**src/rtl/shp_pkg.sv**
```systemverilog
package shp_pkg;

    localparam int CODE_W = 2;

    typedef logic [CODE_W-1:0] code_t;

    typedef struct packed {
        logic  dbl;    // 1: half-period width steps
        code_t wcode;  // data-level strobe width
        code_t dcode;  // feed-through strobe delay
    } hold_cfg_t;

    typedef enum logic [1:0] {
        Q_IDLE,
        Q_COUNT,
        Q_HOLD
    } qual_state_t;

    // Data-level strobe high time in fast-clock cycles.
    function automatic int unsigned shd_span_hc(input hold_cfg_t c);
        int unsigned steps;
        steps = int'(c.wcode) + 1;
        return c.dbl ? steps : 2 * steps;
    endfunction

    // Feed-through strobe fall offset (fast cycles) beyond the fixed latency.
    function automatic int unsigned shr_delay_hc(input hold_cfg_t c);
        return 2 * (int'(c.dcode) + 2);
    endfunction

endpackage

```
**src/rtl/shp_edge_qual.sv**
```systemverilog
module shp_edge_qual
    import shp_pkg::*;
#(
    parameter int MAX_EDGES = 3
) (
    input  logic clk,
    input  logic rst,
    input  logic edge_en,
    input  logic req,
    input  logic busy,
    output logic fire,
    output logic err
);

    localparam int EW = $clog2(MAX_EDGES + 2);

    qual_state_t    state;
    logic [EW-1:0]  n_edges;

    // The first tick seeing the request low after a valid run is the reference.
    assign fire = (state == Q_COUNT) && edge_en && !req;

    always_ff @(posedge clk) begin
        if (rst) begin
            state   <= Q_IDLE;
            n_edges <= '0;
            err     <= 1'b0;
        end else begin
            unique case (state)
                Q_IDLE: begin
                    if (edge_en && req && !busy) begin
                        state   <= Q_COUNT;
                        n_edges <= EW'(1);
                    end
                end
                Q_COUNT: begin
                    if (edge_en) begin
                        if (req) begin
                            if (n_edges == EW'(MAX_EDGES)) begin
                                err   <= 1'b1;
                                state <= Q_HOLD;
                            end else begin
                                n_edges <= n_edges + EW'(1);
                            end
                        end else begin
                            err   <= 1'b0;
                            state <= Q_HOLD;
                        end
                    end
                end
                Q_HOLD: begin
                    if (edge_en && !req && !busy) begin
                        state   <= Q_IDLE;
                        n_edges <= '0;
                    end
                end
                default: state <= Q_IDLE;
            endcase
        end
    end

endmodule

```
**src/rtl/shp_strobe_timer.sv**
```systemverilog
module shp_strobe_timer
    import shp_pkg::*;
#(
    parameter int LAT_PERIODS = 4
) (
    input  logic      clk,
    input  logic      rst,
    input  logic      fire,
    input  hold_cfg_t cfg_in,
    output logic      busy,
    output logic      shd,
    output logic      shr
);

    localparam int LAT_HC  = 2 * LAT_PERIODS;
    localparam int MAX_FALL = LAT_HC + 2 * ((1 << CODE_W) + 1);
    localparam int CNT_W   = $clog2(MAX_FALL + 1);

    hold_cfg_t        cfg_q;
    logic             active;
    logic [CNT_W-1:0] cnt;
    logic [CNT_W-1:0] span_hc;
    logic [CNT_W-1:0] fall_hc;
    logic [CNT_W-1:0] shd_rise;

    assign span_hc  = CNT_W'(shd_span_hc(cfg_q));
    assign fall_hc  = CNT_W'(LAT_HC) + CNT_W'(shr_delay_hc(cfg_q));
    assign shd_rise = CNT_W'(LAT_HC) - span_hc;

    always_ff @(posedge clk) begin
        if (rst) begin
            active <= 1'b0;
            cnt    <= '0;
            cfg_q  <= '0;
        end else if (fire) begin
            active <= 1'b1;
            cnt    <= '0;
            cfg_q  <= cfg_in;
        end else if (active) begin
            cnt <= cnt + CNT_W'(1);
            if (cnt == fall_hc - CNT_W'(1)) begin
                active <= 1'b0;
            end
        end
    end

    assign busy = active;
    assign shd  = active && (cnt >= shd_rise) && (cnt < CNT_W'(LAT_HC));
    assign shr  = active && (cnt >= fall_hc - CNT_W'(2)) && (cnt < fall_hc);

endmodule

```
**src/rtl/shp_timing_gen.sv**
```systemverilog
module shp_timing_gen
    import shp_pkg::*;
#(
    parameter int LAT_PERIODS = 4,
    parameter int MAX_EDGES   = 3
) (
    input  logic              clk,
    input  logic              rst,
    input  logic              edge_en,
    input  logic              samp_req,
    input  logic              dbl_edge,
    input  logic [CODE_W-1:0] shd_code,
    input  logic [CODE_W-1:0] shr_code,
    output logic              shd,
    output logic              shr,
    output logic              err
);

    hold_cfg_t cfg_now;
    logic      fire;
    logic      busy;

    assign cfg_now = '{dbl: dbl_edge, wcode: shd_code, dcode: shr_code};

    shp_edge_qual #(
        .MAX_EDGES(MAX_EDGES)
    ) i_qual (
        .clk    (clk),
        .rst    (rst),
        .edge_en(edge_en),
        .req    (samp_req),
        .busy   (busy),
        .fire   (fire),
        .err    (err)
    );

    shp_strobe_timer #(
        .LAT_PERIODS(LAT_PERIODS)
    ) i_timer (
        .clk   (clk),
        .rst   (rst),
        .fire  (fire),
        .cfg_in(cfg_now),
        .busy  (busy),
        .shd   (shd),
        .shr   (shr)
    );

endmodule

```
**config.mk**
```make
export PLATFORM = sky130hd
export DESIGN_NAME = shp_timing_gen
export DESIGN_NICKNAME = d
export VERILOG_FILES = /design/src/rtl/shp_pkg.sv /design/src/rtl/shp_edge_qual.sv /design/src/rtl/shp_strobe_timer.sv /design/src/rtl/shp_timing_gen.sv
export SDC_FILE = /design/constraint.sdc
export NUM_CORES = 1
export LEC_CHECK = 0
export CORE_ASPECT_RATIO = 1.4
export CORE_MARGIN = 8
export CORE_UTILIZATION = 40
export CTS_CLUSTER_DIAMETER = 50
export DETAILED_ROUTE_END_ITERATION = 10
export MAX_ROUTING_LAYER = met4
export PLACE_DENSITY_LB_ADDON = 0.3
export SLEW_MARGIN = 20
export SYNTH_ARGS = -nofsm -noshare
export SYNTH_HDL_FRONTEND = slang
export SYNTH_SLANG_ARGS = --single-unit
```
**constraint.sdc**
```tcl
create_clock -name clk -period 1.9 [get_ports clk]
set_input_delay 0.38 -clock clk [delete_from_list [all_inputs] [get_ports clk]]
set_output_delay 0.38 -clock clk [all_outputs]
set_load 0.005 [all_outputs]
```
### Word-level counts from Yosys, hierarchy flattened

Index checks and enable logic that the tools add are counted.

| word-level totals | value |
|---|---|
| bits in registers | 17 |
| input port bits | 9 |
| output and inout port bits | 3 |
| logic and storage cells | 67 |

| operators by class | value |
|---|---|
| reduce and logical (&&, ||, !) cells | 18 |
| eq/ne operators | 11 |
| $lt $le $gt $ge | 4 |
| $add $sub $neg | 8 |
| muxes and demuxes | 18 |

Operators with widths:

| kind | number |
|---|---|
| $mux W3 | 5 |
| $ge A5 B5 Y1 | 2 |
| $logic_and A1 B1 Y1 | 10 |
| $mux W2 | 5 |
| $pmux W3 S3 | 1 |
| $ne A2 B1 Y1 const B | 3 |
| $ne A2 B2 Y1 const B | 3 |
| $pmux W2 S3 | 1 |
| $reduce_and A6 Y1 | 1 |
| $add A4 B5 Y5 const A | 1 |
| $add A5 B1 Y5 const B | 1 |
| $eq A5 B5 Y1 | 1 |
| $lt A5 B4 Y1 const B | 1 |
| $lt A5 B5 Y1 | 1 |
| $mux W1 | 5 |
| $mux W5 | 1 |
| $sub A4 B5 Y5 const A | 1 |
| $sub A5 B1 Y5 const B | 1 |
| $sub A5 B2 Y5 const B | 1 |
| $reduce_and A4 Y1 | 1 |
| $add A2 B1 Y3 const B | 1 |
| $add A2 B2 Y3 const B | 1 |
| $add A3 B1 Y3 const B | 1 |
| $eq A3 B2 Y1 const B | 1 |
| other kinds (8) | 9 |

### Depth between registers and ports, before layout

Gate-level depths: netlist of the first run.

| depth | value |
|---|---|
| word-level depth | 7 |
| mapped depth | 8 |
| depth with buffers taken out | 8 |

### Cells and area by module

Synthesis of the first run repeated with hierarchy kept, for this count alone.

| second synthesis, totals | value |
|---|---|
| cells, all modules | 141 |
| area, all modules | 1288.7 um^2 |

By module, submodules not included:

| module | cells an instance | area an instance (um^2) | sequential area each (um^2) | times used |
|---|---|---|---|---|
| shp_strobe_timer | 93 | 852.1 | 220.2 | 1 |
| shp_edge_qual | 48 | 436.7 | 120.1 | 1 |

### Worst setup path after synthesis of the first run

Ideal clock, no wire load.

| timing path | value |
|---|---|
| path kind | register -> register |
| start | register i_qual.state[0] |
| end | register i_qual.n_edges[2] |
| library setup time | 0.071 ns |
| slack | 0.001 ns |
| clock period less this slack | 1.899 ns |
| data required time | 1.829 ns |
| cell stages (with the launch flop) | 7 |
| data arrival time | 1.829 ns |
| path buffers | 0 |
| cells stage by stage | dfxtp_1 inv_1 ha_1 mux2_4 o32a_4 or4_1 a21oi_1 |

| on the way | value |
|---|---|
| cells in the longest elaborated chain, start to end | 3 |
| elaborated cells on any way between the ends | 11 |
| those cells by class | 7 x eq/ne; 1 x mux; 3 x reduce/logical |

Ends and longest elaborated chain:

| element | line | RTL |
|---|---|---|
| start, declared | shp_edge_qual.sv:17 | `qual_state_t state;` |
| start signal, assigned | shp_edge_qual.sv:25 | `state <= Q_IDLE;` |
| start signal, assigned | shp_edge_qual.sv:32 | `state <= Q_COUNT;` |
| start signal, assigned | shp_edge_qual.sv:41 | `state <= Q_HOLD;` |
| $eq A2 B1 Y1 (tied with other cells) | shp_edge_qual.sv:29 | `unique case (state)` |
| $ne A2 B2 Y1 (no line) (tied with other cells) | - |  |
| $reduce_and A6 Y1 (no line) | - |  |
| end signal, assigned | shp_edge_qual.sv:43 | `n_edges <= n_edges + EW'(1);` |
| end, declared | shp_edge_qual.sv:18 | `logic [EW-1:0] n_edges;` |

Several ways; a longest one is shown, not always the timed one.
A chain may end at the register's enable or synchronous reset.

### Final worst setup path of the first run

| timing path | value |
|---|---|
| start | register i_timer.cfg_q[0] (netlist name) |
| end | output shr |

| on the way | value |
|---|---|
| cells in the longest elaborated chain, start to end | 6 |
| elaborated cells on any way between the ends | 7 |
| those cells by class | 3 x add/sub; 2 x order compare; 2 x reduce/logical |

Ends and longest elaborated chain:

| element | line | RTL |
|---|---|---|
| start, declared | shp_strobe_timer.sv:19 | `hold_cfg_t cfg_q;` |
| start signal, assigned | shp_strobe_timer.sv:38 | `cfg_q <= cfg_in;` |
| $add A2 B2 Y3 * | shp_pkg.sv:28 | `return 2 * (int'(c.dcode) + 2);` |
| $add A4 B5 Y5 * | shp_strobe_timer.sv:27 | `assign fall_hc = CNT_W'(LAT_HC) + CNT_W'(shr_delay_hc(cfg_q));` |
| $sub A5 B2 Y5 | shp_strobe_timer.sv:49 | `assign shr = active && (cnt >= fall_hc - CNT_W'(2)) && (cnt < fall_hc);` |
| $ge A5 B5 Y1 | shp_strobe_timer.sv:49 |  |
| $logic_and A1 B1 Y1 | shp_strobe_timer.sv:49 |  |
| $logic_and A1 B1 Y1 * | shp_strobe_timer.sv:49 |  |
| end, declared | shp_timing_gen.sv:15 | `output logic shr,` |

Mark *: on every way between the ends. The rest lies on a longest branch, timed or not.

==> metrics, run 1 <==
status complete, but fails checks; failing checks negative setup slack; Synth cell types 34; crit path DAT 1.83 ns; final net count 205; Vias 1074; Synth top area share 28.2%; Final Max Slew Viols 0; initial core utilization 41.9%; insertion delay to the later sink of the worst-skew pair 0.25 ns; final core occ 60.4%; Post-Synth XOR/XNOR Area 2.91%; Final Critical Period 2.21 ns; PwrDens 752 nW/µm²; top-count cell post-synth ha_1; Period Utilization, post-route 116%; clock transition at the registers of the reported paths 0.07 ns; global-route wire length before repair 4640 µm; Final Hold Vio Count 0; DP Wirelength 2210 µm; EDFF count, synth 0; Worst Skew 0.00412 ns; largest net degree at the start of global routing 11; Final GP Congestion 0.818; Setup CP Type register to output port; number of global-route vias before repair 1146; PortBufs 11; CTS tree done; cell row count 23; total wire length 2860 µm; DIE AREA 5050 µm²; total power 1310 µW; Clock Tree Buf Depth 2; P&R area growth vs syn 44.2%; Post-synth top cells ha_1 (23), dfxtp_1 (17), inv_1 (11), nor2_1 (11); RSZ-0062 raised after global routing yes; Post-Synth Adder-Cell Area 23.9%; Core ar. 2880 µm²; IO Count 12; GR Overflow Total 0; # setup viols final 2; Fmax achieved 0.452 GHz; CTS Sinks 17; Syn Nets 165; ranking of synthesized cells by area dfxtp_1 (28%), ha_1 (24%), mux2i_1 (5.8%); Worst Slack Setup Final -0.310 ns; HP Class register to register; sequential fraction of the synthesis area 28.2%; first-pass detailed-route iteration total 4; R2R setup slack 0.05 ns; Ant. Diodes 0; Post-Syn Instances 133; Iter 0 DRT Violations 30; relative slew slack 77.1%; largest area contributor in the netlist dfxtp_1; CP max FO 2; Fillers 260; CP Data Required Time 1.52 ns; worst hold slack 0.488 ns; largest family of logic cells by synthesized area adder cells; clock root cell clkbuf_8; ys flop type dfxtp_1; Slew @ Worst Pin 0.342 ns; Worst setup SP type register; die extent in y 80.9 µm; area share of and/or/nand/nor cells after synthesis 18.4%; mux contribution to synthesized area 8.00%; average cell area after synthesis 9.06 µm²; Worst IR Drop VDD 689 µV; DR DRC count 0; initial antenna violation count 0; Compound-Gate Fraction of Synth Area 13.9%; share of post-route cells with drive strength above 1 35.5%; setup TNS -0.581 ns; Die Width 62.4 µm; register bit count reported by yosys 17; Post-Syn Area 1200 µm²; Routed wire per std cell 13.7 µm; P_leak 0.000783 µW; max cap viols 0; vias per cell 5.14; Yosys Warn Count 0; element type at the critical path end output port; Antenna Nets Post-Route 0; Tot GR Track Use 11.5%; FFs w/ async S/R, synth 0%; TritonCTS Buffers 3; H-tree levels 1
==> placed cells by master, fill, tap and decap left out, types with 2 or more instances in the layout <==
master / count
buf_4: 26
ha_1: 15
nor2_1: 11
dfxtp_1: 11
inv_1: 9
a21oi_1: 8
clkdlybuf4s50_1: 8
mux2i_1: 7
ha_4: 7
nand2b_1: 6
dfxtp_2: 6
o21ai_0: 5
nand3_1: 4
nor2b_1: 3
xor2_1: 3
clkbuf_8: 3
a21o_1: 2
nand2b_4: 2
nand3b_1: 2
inv_2: 2
nor3_1: 2
nand4_1: 2
nand2_1: 2
buf_2: 2
==> kinds of logic (layout without fill, tap and decap cells) <==
family	Yosys count	after routing
AOI/OAI and AO/OA	25	25
xor gates and xnor gates	4	4
adders and majority gates	23	23
buffers and inverters	14	53
DFF	17	17
muxes	9	9
and+or+nand+nor	41	41
==> timing repair <==
item,CTS,global route
pin swaps,3,9
setup buffers,0,0
endpoints found under the setup margin,3,4
hold buffers,0,0
resized for setup,17,23
==> through the flow <==
step	setup WS (ns)	cell area, µm²	std cells
finish	-0.310	1740	209
global route	-0.391	1740	209
CTS	-0.340	1610	209
detailed placement	-0.424	1550	205
global placement	-0.400	1550	205
floorplan	0.000847	1200	133
==> area by class of cell <==
class	instances	area, µm²	share of cell area (%)
clock buffer	3	41.3	2.38
tap	37	46.3	2.66
multi-input combinational	102	951	54.7
timing repair buffer	38	305	17.6
inverter	11	41.3	2.38
clock inverter	1	5.00	0.288
sequential	17	348	20.0
==> worst max-delay path, cell delays in order, from the launching register on <==
cell      delay (ns)
dfxtp_2         0.34
ha_4            0.26
inv_2           0.04
ha_4            0.25
a21boi_4        0.19
o21bai_4        0.07
a221oi_2        0.27
buf_2           0.15
==> final timing paths <==
path	startpoint	end	cells past startpoint
max	i_timer.cfg_q[0]	shr	7
min	i_qual.n_edges[1]	i_qual.n_edges[1]	2
min reg2reg	i_qual.n_edges[1]	i_qual.n_edges[1]	2
max reg2reg	i_qual.state[0]	i_qual.n_edges[2]	6
==> sequential cells by signal (all words and copies together) (netlist names) <==
name	flops
i_qual.err	1
i_qual.n_edges	3
i_qual.state	2
i_timer.busy	1
i_timer.cfg_q	5
i_timer.cnt	5
==> routing by layer <==
layer | track usage (%) | up-vias | wire length, µm
met3 | 2.20 | 6 | 56
met1 | 10.7 | 506 | 1150
li1 | - | 550 | -
met5 | - | - | 0
met4 | 5.26 | 0 | 59
met2 | 22.2 | 12 | 1600
==> where the power goes <==
part	switching (µW)	internal, µW	leakage (µW)
Combinational	272	326	0.000617
Clock	132	146	0.0000255
Sequential	29.5	401	0.000141
Total	434	873	0.000783
No activity file was read; power rests on OpenSTA's default activity.
==> run 2: changes to the inputs <==
==> constraint.sdc (replaced) <==
create_clock -name clk -period 2.7 [get_ports clk]
set_input_delay 0.54 -clock clk [delete_from_list [all_inputs] [get_ports clk]]
set_output_delay 0.54 -clock clk [all_outputs]
set_load 0.005 [all_outputs]
==> run 2 against run 1 <==
Compared with the run above:
- the flow now finishes without violations
- final cell count is 11% lower
- sequential cell count stayed put
- critical path depth is 1 higher
- die area stayed put
==> metrics, run 2 (same netlist as run 1, synthesis figures left out) <==
DIE AREA 5050 µm²; CP max FO 5; first-pass detailed-route iteration total 2; CP top delay family adder cells; R2R depth 6; final core occ 49.3%; Ant. Diodes 0; Critical path buffers and inverters 1; R2R Path Start i_qual.state[0]; vias per cell 5.17; Fillers 287; Worst Skew 0.00271 ns; P_leak 0.000671 µW; Iter 0 DRT Violations 28; cell row count 23; crit path max-delay cell type dfxtp_2; # setup viols final 0; die extent in y 80.9 µm; DP Wirelength 1840 µm; Hold Startpoint i_qual.n_edges[1]; global-route wire length before repair 3980 µm; Fmax achieved 0.396 GHz; Vias 962; Area after DPL 1380 µm²; Setup WS pre-CTS 0.205 ns; Slew @ Worst Pin 0.558 ns; Worst IR Drop VDD 325 µV; GR Overflow Total 0; status completed; Antenna Nets Post-Route 0; Die Width 62.4 µm; final net count 182; Routed wire per std cell 12.2 µm; PwrDens 542 nW/µm²; insertion delay to the later sink of the worst-skew pair 0.25 ns; Worst path max stage delay 0.34 ns; setup TNS 0 ns; critical-path cell list ha_1, nand2b_1, nand3b_1, ha_1, and2_1, o21ai_0, o21ai_0, dlygate4sd2_1; Min-Delay Path Depth 2; setup bufs post-CTS 0; Period Utilization, post-route 93.4%; Tot GR Track Use 9.64%; worst r2r dst i_qual.n_edges[2]; initial core utilization 41.9%; number of global-route vias before repair 976; crit path DAT 1.98 ns; largest net degree at the start of global routing 14; P&R area growth vs syn 17.9%; leading cell type in the layout, fill and taps excluded ha_1; total power 770 µW; Final Cell Area 1420 µm²; most frequent cells in the layout ha_1 (23), dfxtp_1 (16), inv_1 (11), nor2_1 (11), clkdlybuf4s50_1 (9); share of post-route cells with drive strength above 1 8.05%; Setup CP Type register to output port; Worst setup SP type register; Final GP Congestion 0.828; RSZ-0062 raised after global routing no; clock transition at the registers of the reported paths 0.07 ns; Clock Tree Buf Depth 2; initial antenna violation count 0; CTS tree done; relative slew slack 62.7%; CP Data Required Time 2.16 ns; TritonCTS Buffers 3; element type at the critical path end output port; Core ar. 2880 µm²; H-tree levels 1; Final Max Slew Viols 0; total wire length 2270 µm; IO Count 12; CTS Sinks 17; Final Critical Period 2.52 ns; Worst Slack Setup Final 0.177 ns; R2R setup slack 0.67 ns; max cap viols 0; Final Hold Vio Count 0; biggest regs i_timer.cfg_q (5), i_timer.cnt (5), i_qual.n_edges (3); HP Class register to register; clock root cell clkbuf_8; DR DRC count 0; PortBufs 11; Worst Hold Endpoint i_qual.n_edges[1]
## run 2: changes by cell type in the layout (fill, tap and decap cells not counted), sizes merged
cell	delta
buf	-25
clkbuf	+1
clkdlybuf4s50	+1
clkinv	-1
dlygate4sd2	+1
## run 2: power by group
group,leakage (µW),internal (µW),switching [µW]
sequential,0.000138,280,22.2
combinational,0.000510,132,148
clock,0.0000228,105,83.6
total,0.000671,517,253
## run 2: routing by layer
metal / wire (µm) / vias to the layer above / track usage [%]
li1: - / 499 / -
met1: 1030 / 450 / 9.47
met2: 1180 / 9 / 18.5
met3: 45 / 4 / 1.93
met4: 20 / 0 / 3.43
met5: 0 / - / -
## run 2: worst max path at each step
stage | start | depth (start not counted) | to | slack, ns
2_1_floorplan | i_timer.cfg_q[1] | 6 | shr | 0.72
3_3_place_gp | i_timer.cfg_q[0] | 7 | shr | 0.22
3_5_place_dp | i_timer.cfg_q[0] | 7 | shr | 0.20
4_1_cts | i_timer.cfg_q[2] | 8 | shd | 0.16
5_1_grt | i_timer.cfg_q[3] | 8 | shd | 0.04
6_report | i_timer.cfg_q[2] | 8 | shd | 0.18
## run 2: layout make-up
class	instances	area [µm²]	area share (%)
multi-input cells	102	808	56.9
flip-flops and latches	17	342	24.1
repair buffers	15	138	9.69
well taps	37	46.3	3.26
clock buffers	4	45.0	3.17
inverters	11	41.3	2.91
## run 2: tightest hold or removal path: stages (launching register included)
cell	delay [ns]
dfxtp_1	0.32
o21ai_0	0.07
a21oi_1	0.06
## run 2: what timing repair did
item / CTS / global route
hold buffers: 0 / 0
resized for setup: 3 / 0
setup endpoints to repair: 2 / 0
## run 2: metrics by stage
stage	std cells	hold WS, ns
after floorplan	133	0.450
after global placement	182	0.454
after detailed placement	182	0.482
after CTS	186	0.502
after global routing	186	0.532
final	186	0.496
==> run 3: changes to the inputs <==
--- a/config.mk
+++ b/config.mk
@@ -10,6 +10,7 @@
 export CORE_UTILIZATION = 40
 export CTS_CLUSTER_DIAMETER = 50
 export DETAILED_ROUTE_END_ITERATION = 10
+export GPL_ROUTABILITY_DRIVEN = 0
 export MAX_ROUTING_LAYER = met4
 export PLACE_DENSITY_LB_ADDON = 0.3
 export SLEW_MARGIN = 20
==> results of run 3 <==
The final DEF is identical to that of run 2; final timing and power are the same.
